===== src/rtl/irq_route_pkg.sv =====
package irq_route_pkg;

   localparam int REG_W       = 64;
   localparam int CPU_LSB     = 8;
   localparam int CPU_FIELD_W = 5;
   localparam int VEC_LSB     = 0;
   localparam int VEC_FIELD_W = 6;
   localparam int MASK_BIT    = 2;
   localparam int CLRP_BIT    = 1;
   localparam int PEND_BIT    = 0;

   typedef enum logic [1:0] {
      ACC_NONE  = 2'd0,
      ACC_ROUTE = 2'd1,
      ACC_CTRL  = 2'd2
   } acc_kind_e;

endpackage


===== src/rtl/irq_reg_decode.sv =====
module irq_reg_decode
   import irq_route_pkg::*;
#(
   parameter int NUM_DEV = 32,
   parameter int ADDR_W  = 12,
   localparam int IDX_W  = $clog2(NUM_DEV)
) (
   input  logic [ADDR_W-1:0] addr,
   output acc_kind_e         kind,
   output logic [IDX_W-1:0]  idx
);
   localparam int REGION_BIT = IDX_W + 3;

   logic aligned, upper_zero, in_range;

   assign aligned = (addr[2:0] == 3'b000);
   assign idx     = addr[REGION_BIT-1:3];

   if (ADDR_W > REGION_BIT + 1) begin : g_upper
      assign upper_zero = (addr[ADDR_W-1:REGION_BIT+1] == '0);
   end else begin : g_no_upper
      assign upper_zero = 1'b1;
   end

   if ((2 ** IDX_W) == NUM_DEV) begin : g_full_range
      assign in_range = 1'b1;
   end else begin : g_part_range
      assign in_range = (idx < IDX_W'(NUM_DEV));
   end

   always_comb begin
      if (!(aligned && upper_zero && in_range)) kind = ACC_NONE;
      else if (addr[REGION_BIT])                kind = ACC_CTRL;
      else                                      kind = ACC_ROUTE;
   end

endmodule


===== src/rtl/irq_prio_pick.sv =====
module irq_prio_pick #(
   parameter int N         = 32,
   parameter bit PICK_TWOS = 1'b0,
   localparam int IDX_W    = $clog2(N)
) (
   input  logic             clk,
   input  logic             rst_n,
   input  logic [N-1:0]     req,
   output logic [N-1:0]     grant,
   output logic             any,
   output logic [IDX_W-1:0] idx
);

   if (PICK_TWOS) begin : g_twos
      assign grant = req & (~req + {{(N-1){1'b0}}, 1'b1});
   end else begin : g_loop
      always_comb begin
         grant = '0;
         for (int i = N - 1; i >= 0; i--) begin
            if (req[i]) begin
               grant    = '0;
               grant[i] = 1'b1;
            end
         end
      end
   end

   assign any = |req;

   always_comb begin
      idx = '0;
      for (int i = 0; i < N; i++) begin
         if (grant[i]) idx = idx | IDX_W'(i);
      end
   end

   assert_grant_onehot_R7: assert property (@(posedge clk) disable iff (!rst_n)
      $onehot0(grant) && ((grant & ~req) == '0));

   assert_grant_lowest_R7: assert property (@(posedge clk) disable iff (!rst_n)
      any |-> (((grant - {{(N-1){1'b0}}, 1'b1}) & req) == '0) && (grant != '0));

endmodule


===== src/rtl/irq_dev_slot.sv =====
module irq_dev_slot #(
   parameter int CPU_W = 5,
   parameter int VEC_W = 6
) (
   input  logic             clk,
   input  logic             rst_n,
   input  logic             route_we,
   input  logic             ctrl_we,
   input  logic [CPU_W-1:0] cpu_d,
   input  logic [VEC_W-1:0] vec_d,
   input  logic             mask_d,
   input  logic             clrp_d,
   input  logic             fire_i,
   output logic [CPU_W-1:0] cpu_q,
   output logic [VEC_W-1:0] vec_q,
   output logic             mask_q,
   output logic             pend_q
);

   always_ff @(posedge clk or negedge rst_n) begin
      if (!rst_n) begin
         cpu_q <= '0;
         vec_q <= '0;
      end else if (route_we) begin
         cpu_q <= cpu_d;
         vec_q <= vec_d;
      end
   end

   always_ff @(posedge clk or negedge rst_n) begin
      if (!rst_n) begin
         mask_q <= 1'b1;
         pend_q <= 1'b0;
      end else if (fire_i) begin
         mask_q <= 1'b1;
         pend_q <= 1'b1;
      end else if (ctrl_we) begin
         mask_q <= mask_d;
         if (clrp_d) pend_q <= 1'b0;
      end
   end

   assert_fire_unmasked_R5: assert property (@(posedge clk) disable iff (!rst_n)
      fire_i |-> !mask_q);

   assert_fire_sets_flags_R6: assert property (@(posedge clk) disable iff (!rst_n)
      fire_i |=> (mask_q && pend_q));

   assert_pend_only_by_fire_R4: assert property (@(posedge clk) disable iff (!rst_n)
      $rose(pend_q) |-> $past(fire_i));

endmodule


===== src/rtl/irq_route_ctrl.sv =====
module irq_route_ctrl
   import irq_route_pkg::*;
#(
   parameter int NUM_DEV   = 32,
   parameter int CPU_W     = 5,
   parameter int VEC_W     = 6,
   parameter int ADDR_W    = 12,
   parameter bit PICK_TWOS = 1'b0
) (
   input  logic               clk,
   input  logic               rst_n,
   input  logic [NUM_DEV-1:0] dev_irq,
   input  logic               reg_req,
   input  logic               reg_we,
   input  logic [ADDR_W-1:0]  reg_addr,
   input  logic [63:0]        reg_wdata,
   output logic               reg_ack,
   output logic [63:0]        reg_rdata,
   output logic               reg_err,
   output logic               post_valid,
   output logic [CPU_W-1:0]   post_cpu,
   output logic [VEC_W-1:0]   post_vec
);
   localparam int IDX_W = $clog2(NUM_DEV);

   if (NUM_DEV < 2) begin : g_bad_ndev
      $error("NUM_DEV must be at least 2");
   end
   if (CPU_W < 1 || CPU_W > CPU_FIELD_W) begin : g_bad_cpu
      $error("CPU_W exceeds the CPU field");
   end
   if (VEC_W < 1 || VEC_W > VEC_FIELD_W) begin : g_bad_vec
      $error("VEC_W exceeds the vector field");
   end
   if (ADDR_W < IDX_W + 4) begin : g_bad_addr
      $error("ADDR_W too narrow for the register map");
   end

   acc_kind_e          acc_kind;
   logic [IDX_W-1:0]   acc_idx;
   logic               wr_route_en, wr_ctrl_en;
   logic [NUM_DEV-1:0] mask_vec, pend_vec, grant_vec, req_q, arb_in;
   logic [CPU_W-1:0]   cpu_arr [NUM_DEV];
   logic [VEC_W-1:0]   vec_arr [NUM_DEV];
   logic               grant_any;
   logic [IDX_W-1:0]   grant_idx;
   logic [63:0]        rd_val;
   logic               unused_wdata;

   assign unused_wdata = ^reg_wdata;

   irq_reg_decode #(.NUM_DEV(NUM_DEV), .ADDR_W(ADDR_W)) u_decode (
      .addr (reg_addr),
      .kind (acc_kind),
      .idx  (acc_idx)
   );

   assign wr_route_en = reg_req && reg_we && (acc_kind == ACC_ROUTE);
   assign wr_ctrl_en  = reg_req && reg_we && (acc_kind == ACC_CTRL);

   for (genvar g = 0; g < NUM_DEV; g++) begin : g_slot
      irq_dev_slot #(.CPU_W(CPU_W), .VEC_W(VEC_W)) u_slot (
         .clk      (clk),
         .rst_n    (rst_n),
         .route_we (wr_route_en && (acc_idx == IDX_W'(g))),
         .ctrl_we  (wr_ctrl_en && (acc_idx == IDX_W'(g))),
         .cpu_d    (reg_wdata[CPU_LSB +: CPU_W]),
         .vec_d    (reg_wdata[VEC_LSB +: VEC_W]),
         .mask_d   (reg_wdata[MASK_BIT]),
         .clrp_d   (reg_wdata[CLRP_BIT]),
         .fire_i   (grant_vec[g]),
         .cpu_q    (cpu_arr[g]),
         .vec_q    (vec_arr[g]),
         .mask_q   (mask_vec[g]),
         .pend_q   (pend_vec[g])
      );
   end

   assign arb_in = (req_q | dev_irq) & ~mask_vec;

   irq_prio_pick #(.N(NUM_DEV), .PICK_TWOS(PICK_TWOS)) u_pick (
      .clk   (clk),
      .rst_n (rst_n),
      .req   (arb_in),
      .grant (grant_vec),
      .any   (grant_any),
      .idx   (grant_idx)
   );

   always_ff @(posedge clk or negedge rst_n) begin
      if (!rst_n) req_q <= '0;
      else        req_q <= arb_in & ~grant_vec;
   end

   always_ff @(posedge clk or negedge rst_n) begin
      if (!rst_n) begin
         post_valid <= 1'b0;
         post_cpu   <= '0;
         post_vec   <= '0;
      end else begin
         post_valid <= grant_any;
         post_cpu   <= cpu_arr[grant_idx];
         post_vec   <= vec_arr[grant_idx];
      end
   end

   always_comb begin
      rd_val = '0;
      case (acc_kind)
         ACC_ROUTE: begin
            rd_val[CPU_LSB +: CPU_W] = cpu_arr[acc_idx];
            rd_val[VEC_LSB +: VEC_W] = vec_arr[acc_idx];
         end
         ACC_CTRL: begin
            rd_val[MASK_BIT] = mask_vec[acc_idx];
            rd_val[PEND_BIT] = pend_vec[acc_idx];
         end
         default: ;
      endcase
   end

   always_ff @(posedge clk or negedge rst_n) begin
      if (!rst_n) begin
         reg_ack   <= 1'b0;
         reg_err   <= 1'b0;
         reg_rdata <= '0;
      end else begin
         reg_ack   <= reg_req;
         reg_err   <= reg_req && (acc_kind == ACC_NONE);
         reg_rdata <= (reg_req && !reg_we) ? rd_val : '0;
      end
   end

   assert_ack_after_req_R10: assert property (@(posedge clk) disable iff (!rst_n)
      reg_ack |-> $past(reg_req));

   assert_err_reads_zero_R10: assert property (@(posedge clk) disable iff (!rst_n)
      reg_err |-> (reg_ack && (reg_rdata == '0)));

   assert_post_single_cycle_R6: assert property (@(posedge clk) disable iff (!rst_n)
      post_valid |-> $past(grant_any));

endmodule


===== config.mk =====
export PLATFORM = sky130hd
export DESIGN_NAME = irq_route_ctrl
export DESIGN_NICKNAME = d
export VERILOG_FILES = /design/src/rtl/irq_route_pkg.sv /design/src/rtl/irq_reg_decode.sv /design/src/rtl/irq_prio_pick.sv /design/src/rtl/irq_dev_slot.sv /design/src/rtl/irq_route_ctrl.sv
export SDC_FILE = /design/constraint.sdc
export NUM_CORES = 1
export LEC_CHECK = 0
export BUFFER_PORTS_ARGS = -buffer_cell sky130_fd_sc_hd__buf_2
export CAP_MARGIN = 10
export CORE_AREA = 5 5 226 228
export DETAILED_ROUTE_END_ITERATION = 8
export DIE_AREA = 0 0 231 233
export PLACE_DENSITY = 0.78
export SETUP_SLACK_MARGIN = 0.4
export SYNTH_ARGS = -nofsm -noshare
export SYNTH_HDL_FRONTEND = slang
export SYNTH_HIERARCHICAL = 1
export SYNTH_SLANG_ARGS = --single-unit
export TNS_END_PERCENT = 20

===== constraint.sdc =====
create_clock -name clk -period 4.6 [get_ports clk]
set_input_delay 0.23 -clock clk [delete_from_list [all_inputs] [get_ports clk]]
set_output_delay 0.23 -clock clk [all_outputs]
set_load 0.05 [all_outputs]

==> metrics.txt, run 1 <==
synthesized area per cell=15.1 µm²; Starting Density=0.544; vias per cell=6.53; worst skew pair latency=0.59 ns; crit path kind=register to register; All-Layer GR Usage=0.255; total negative slack=0 ns; RSZ-0062 raised after global routing=false; TritonCTS clock tree=built; Final Cycle Share=0.891; Storage cell area=11900 µm²; total CTS buffers=50; layout cells sized above 1=0.447; CP max-delay cell=dfstp_2; H-tree Lvls=2; DIE HEIGHT=233 µm; synth unique cells=62; capture point of the worst reg-to-reg path=post_vec[0]; first-pass GRT wire length=106 mm; WL/cell=27.4 µm; FP Rows=81; DP Area=27300 µm²; Power Density=462 nW/µm²; Fill cells=3522; Post-synth EDFFs=0; I/O pins=190; setup slack, reg-to-reg=0.50 ns; initial antenna violation count=3; vias in the first global route=17554; clk sink count=473; Max Clock Freq=0.244 GHz; Max Cap Viol=0; hold_ws=-0.00182 ns; cell area after layout=29400 µm²; status=finished, violations left; violated checks=hold timing; Final nets=1982; global placement routability congestion=0.972; R2R depth=10; largest fanout on the critical path=16; multi-input combinational cell area=13600 µm²; Synth area leader=dfrtp_1; root buf cell=clkbuf_16; cell area after synthesis=26500 µm²; Lkg Pwr=13.1 nW; Setup WS post-layout=0.503 ns; Critical Path RT=5.07 ns; GR Overflow Total=0; I/O Buffers=83; die width=231 µm; via count=16544; top cells by area, synth=dfrtp_1, mux2_4, mux4_2; DRC Markers=0; sequential share of the synthesized area=0.449; Pre-antenna DRT Iters=5; VDD IR max=629 µV; Hold Crit Start=dev_irq[25]; Pins Over Slew Limit=0; Hold EP=req_q[25]; Gate Count Post-Synth=1746; maximum clock path buffer count=3; fin crit period=4.10 ns; Clock Skews=0.0183 ns; Crit. End Element=register; Worst EP arrival=4.57 ns; number of synthesized register bits=473; pre-CTS setup slack=0.596 ns; final-report setup violation count=0; Syn. warnings=6; final hold viol count=1; core box area=48600 µm²; CP max stage delay=0.56 ns; hold path cells=3; hpwl dp=42.9 mm; largest net degree at the start of global routing=117; die area=53800 µm²; Async SR Flop Fraction=1.00; P&R area growth vs syn=11.0%; R2R Path Start=g_slot[20].u_slot/mask_q; proportion of netlist area held by the largest area contributor=0.417; Slew Limit Headroom=0.331; Initial DRC Count=1799; Hold WC Path Type=input pin to register; Top FF cell, synth=dfrtp_1; DRT Wirelength=69.5 mm; crit start category=register; Antenna Nets Post-Route=0; Worst Tran Pin Value=1.00 ns; clk slew on worst S/H paths=0.06 ns; critical path, cell by cell=nor2_1 > nor4_2 > nand2_2 > or3_1 > a21oi_2 > or3b_4 > buf_4 > mux4_1 > mux4_2 > mux2_2
## flip-flops by register name (all words and copies together) (netlist names)
| signal | flops |
|---|---|
| reg_rdata | 11 |
| post_cpu | 5 |
| g_slot.u_slot/mask_q | 32 |
| reg_ack | 1 |
| post_valid | 1 |
| g_slot.u_slot/pend_q | 32 |
| post_vec | 6 |
| req_q | 32 |
| g_slot.u_slot/cpu_q | 160 |
| reg_err | 1 |
| g_slot.u_slot/vec_q | 192 |
## area by class of cell
class	instances	area share
clock buffers	74	0.0509
flip-flops and latches	473	0.405
diodes	2	0.000170
clock inverters	20	0.00801
well taps	622	0.0265
inverters	23	0.00294
repair buffers	171	0.0438
multi-input cells	1148	0.463
## cell usage after synthesis (all sizes together), types with 8 or more instances
library cell,count
a211o,35
a21o,32
a21oi,10
and2,8
and3,12
buf,130
clkbuf,25
dfrtp,441
dfstp,32
inv,19
mux2,366
mux2i,13
mux4,228
nand2,65
nand3,8
nor2,155
nor2b,42
nor3,38
nor4,11
o21ai,12
o22ai,9
## through the flow
| step | utilization | power [W] | cells | hold WS (ns) |
|---|---|---|---|---|
| after floorplan | - | 0.00805 | 1798 | -0.0656 |
| after global placement | 0.561 | 0.00923 | 2404 | 0.357 |
| after detailed placement | 0.561 | 0.00930 | 2404 | 0.384 |
| after CTS | 0.603 | 0.0135 | 2529 | 0.00122 |
| after global routing | 0.603 | 0.0141 | 2532 | 0.0321 |
| final | 0.603 | 0.0136 | 2533 | -0.00182 |
## power breakdown
group,internal [W],switching [W],total (W)
clock network,0.00253,0.00171,0.00424
registers,0.00444,0.000150,0.00459
logic,0.00194,0.00280,0.00474
## logic make-up after synthesis
kind of cell,after synthesis,synth area share
flip-flops,473,0.449
multiplexers,607,0.403
other,1,0.000142
adder cells (fa/ha/maj),3,0.00142
AND/OR/NAND/NOR,365,0.0674
AO/OA/AOI/OAI,119,0.0335
buffers and inverters,178,0.0458
## cell usage in the layout (no fill, tap or decap), types with 31 or more instances in the layout
master         Yosys  routed
nor2b_1           42      42
mux2_4           320     320
nor3_1            38      37
clkbuf_16          0      53
buf_2             17      80
nand2_1           64      64
a21o_1            32      32
buf_4             64      49
mux4_2           210     210
dlygate4sd3_1      0      31
dfstp_2           32      32
conb_1             1      53
dfrtp_1          441     441
a211o_1           35      35
mux2_2            46      46
nor2_1           154     154
## how the worst max path moves through the flow
| stage | startpoint | to | slack (ns) |
|---|---|---|---|
| floorplan | g_slot[16].u_slot/mask_q | post_vec[5] | 0.84 |
| global placement | g_slot[0].u_slot/mask_q | post_cpu[2] | 0.64 |
| detailed placement | g_slot[4].u_slot/mask_q | post_cpu[2] | 0.60 |
| CTS | g_slot[24].u_slot/mask_q | post_vec[0] | 0.54 |
| global route | g_slot[0].u_slot/mask_q | post_cpu[1] | 0.44 |
| finish | g_slot[20].u_slot/mask_q | post_vec[0] | 0.50 |
## per-layer routing
metal  track usage  part of all wire
met5             0                 0
met1         0.357              0.41
met2         0.400              0.47
met4        0.0886             0.034
met3        0.0547             0.090
## critical path: cells and delay by family, from the launching register on
kind,cells,cell delay (ns)
AOI/OAI and AO/OA,1,0.35
buffers and inverters,1,0.34
DFF,1,0.56
muxes,3,1.20
and+or+nand+nor,5,1.51
## timing repair
item | CTS | global route
hold endpoints to repair | 143 | 0
buffers inserted | 0 | 1
setup endpoints to repair | 0 | 10
hold buffers | 31 | 0
resized for setup | 0 | 3
Power figures use the tool's default switching activity.
==> inputs of run 2 (changes only) <==
CELL_PAD_IN_SITES_DETAIL_PLACEMENT = 1   (was default)
CELL_PAD_IN_SITES_GLOBAL_PLACEMENT = 2   (was default)
CORE_AREA = 5 5 249 251   (was 5 5 226 228)
DIE_AREA = 0 0 254 256   (was 0 0 231 233)
PLACE_DENSITY = 0.85   (was 0.78)
==> run 2 against run 1 <==
Compared with the run above:
- the run now ends clean
- power grew 1.2%
- cell count is 6.3% higher
- sequential cell count stayed put
- non-clock buffer count rose by 4
- wire length up 11%
- sequential power hardly changed
- highest routed layer unchanged
- register-to-register slack better by 0.03 ns
- clock skew down 0.0028 ns
==> metrics.txt, run 2 (synthesis gave the netlist of run 1 again) <==
Top reg by flops=g_slot.u_slot/vec_q; GR Overflow Total=0 (unchanged); largest fanout on the critical path=33 (+17); Starting Density=0.443 (-0.101); Slew Limit Headroom=0.360 (+0.0295); Clock Skews=0.0155 ns (-0.00278 ns); Pre-antenna DRT Iters=5 (unchanged); most frequent cells in the layout=dfrtp_1, mux2_4, mux4_2, nor2_1, buf_2; crit path kind=register to register; final hold viol count=0 (-1); R2R depth=11 (+1); via count=16360 (-1.1%); Pins Over Slew Limit=0 (unchanged); total CTS buffers=51 (+2.0%); commonest non-fill, non-tap cell in the layout=dfrtp_1; total negative slack=0 ns (unchanged); Antenna Nets Post-Route=0 (unchanged); metal3 WL=5.14 mm (-17%); hold_ws=0.212 ns (+0.214 ns); clk slew on worst S/H paths=0.06 ns (about the same); root buf cell=clkbuf_16; All-Layer GR Usage=0.237 (-0.0179); worst skew pair latency=0.61 ns (+0.02 ns); Initial DRC Count=1188 (-34%); max layer used=met4; Pint=0.00894 W (+0.33%); Clock power frac=0.307 (-0.006); I/O pins=190 (unchanged); DRC Markers=0 (unchanged); I/O Buffers=83 (unchanged); Worst EP arrival=4.57 ns (about the same); DIE HEIGHT=256 µm (+9.9%); max reg flops=192 (unchanged); FP Rows=90 (+11%); vias per cell=6.08 (-7.0%); clk sink count=473 (unchanged); DRT Wirelength=77.4 mm (+11%); Critical Path RT=5.10 ns (+0.03 ns); WL/cell=28.7 µm (+4.7%); initial antenna violation count=2 (-1); hold path cells=5 (+2); Crit. End Element=register; status=finished, final reports clean; H-tree Lvls=2 (unchanged); Final nets=1986 (+0.20%); hpwl dp=48.0 mm (+12%); first-pass GRT wire length=118 mm (+11%); fin crit period=4.07 ns (-0.0251 ns); maximum clock path buffer count=3 (unchanged); P&R area growth vs syn=11.8%; TritonCTS clock tree=built; global placement routability congestion=0.839 (-14%); final-report setup violation count=0 (unchanged); switching fraction of total power=0.349 (+0.00589); Largest regs=g_slot.u_slot/vec_q: 192 flops, g_slot.u_slot/cpu_q: 160 flops; Power Density=464 nW/µm² (+0.50%); die area=65000 µm² (+21%); Max Clock Freq=0.246 GHz (+0.62%); post-layout power=0.0137 W (+1.2%); combinational power share=0.359 (+0.010); layout cells sized above 1=0.446 (-0.00128); RSZ-0062 raised after global routing=false; routed wl met2=37.7 mm (+16%); sw power=0.00480 W (+3.0%); VDD IR max=577 µV (-8.3%); vias in the first global route=18313 (+4.3%); Max Cap Viol=0 (unchanged); crit start category=register; Final Cycle Share=0.885 (-0.00545); die width=254 µm (+10%); Hold WC Path Type=input pin to register; Sequential Power Share=0.334 (-0.004); core box area=59700 µm² (+23%); Lkg Pwr=13.1 nW (about the same); WL met1=32.0 mm (+13%); largest net degree at the start of global routing=129 (+10%); Worst Tran Pin Value=0.958 ns (-0.0457 ns)
==> run 2: power groups by stage <==
stage / sequential (W) / clock [W] / combinational, W
2_1_floorplan: 0.00461 / 0 / 0.00344
3_3_place_gp: 0.00465 / 0 / 0.00479
3_5_place_dp: 0.00466 / 0 / 0.00490
4_1_cts: 0.00459 / 0.00431 / 0.00492
5_1_grt: 0.00461 / 0.00450 / 0.00519
6_report: 0.00459 / 0.00422 / 0.00493
==> run 2: area by class of cell <==
type	instances	area [µm²]
Clock buffer	77	1500
Tap cell	782	978
Timing Repair Buffer	175	1360
Antenna cell	1	2.50
Sequential cell	473	11900
Multi-Input combinational cell	1147	13600
Clock inverter	15	193
Inverter	23	86.3
Fill cell	5790	30100
==> run 2: per-layer routing <==
metal  global-route usage  up-vias
met5                    0        -
met4               0.0732        0
met3               0.0422      152
met2                0.389      604
met1                0.323     8858
li1                     -     6746
==> run 2: worst paths after layout <==
| check | from | to | slack [ns] |
|---|---|---|---|
| worst max-delay path | g_slot[0].u_slot/mask_q | post_cpu[3] | 0.53 |
| max in group asynchronous | rst_n | reg_err | 3.07 |
| worst max register to register | g_slot[0].u_slot/mask_q | post_cpu[3] | 0.53 |
| min in group asynchronous | rst_n | g_slot[19].u_slot/cpu_q[3] | 0.23 |
| worst min register to register | g_slot[16].u_slot/pend_q | g_slot[16].u_slot/pend_q | 0.48 |
| worst min-delay path | reg_addr[2] | reg_err | 0.21 |
==> run 2: worst max-delay path, stage by stage (launching register included) <==
cell and delay [ns]:
dfstp_2 0.55, nor2_1 0.16, nor4_2 0.30, buf_4 0.22
and2_1 0.21, and3_1 0.26, o21ai_0 0.20, nand3_4 0.28
buf_16 0.30, mux4_1 0.61, mux4_2 0.55, mux2_2 0.28
==> run 2: what timing repair did <==
action / 4_1_cts / 5_1_grt
hold buffers: 34 / 0
gates resized for setup: 0 / 1
buffers inserted: 0 / 1
setup endpoints to repair: 0 / 8
hold endpoints to repair: 116 / 0
==> run 2: stage by stage <==
| step | cells | worst slack (ns) | instance area [µm²] | utilization |
|---|---|---|---|---|
| after floorplan | 1798 | 0.841 | 26600 | - |
| after global placement | 2565 | 0.575 | 27500 | 0.461 |
| after detailed placement | 2565 | 0.491 | 27500 | 0.461 |
| after CTS | 2691 | 0.502 | 29600 | 0.495 |
| after global routing | 2692 | 0.398 | 29600 | 0.495 |
| final | 2693 | 0.528 | 29600 | 0.496 |
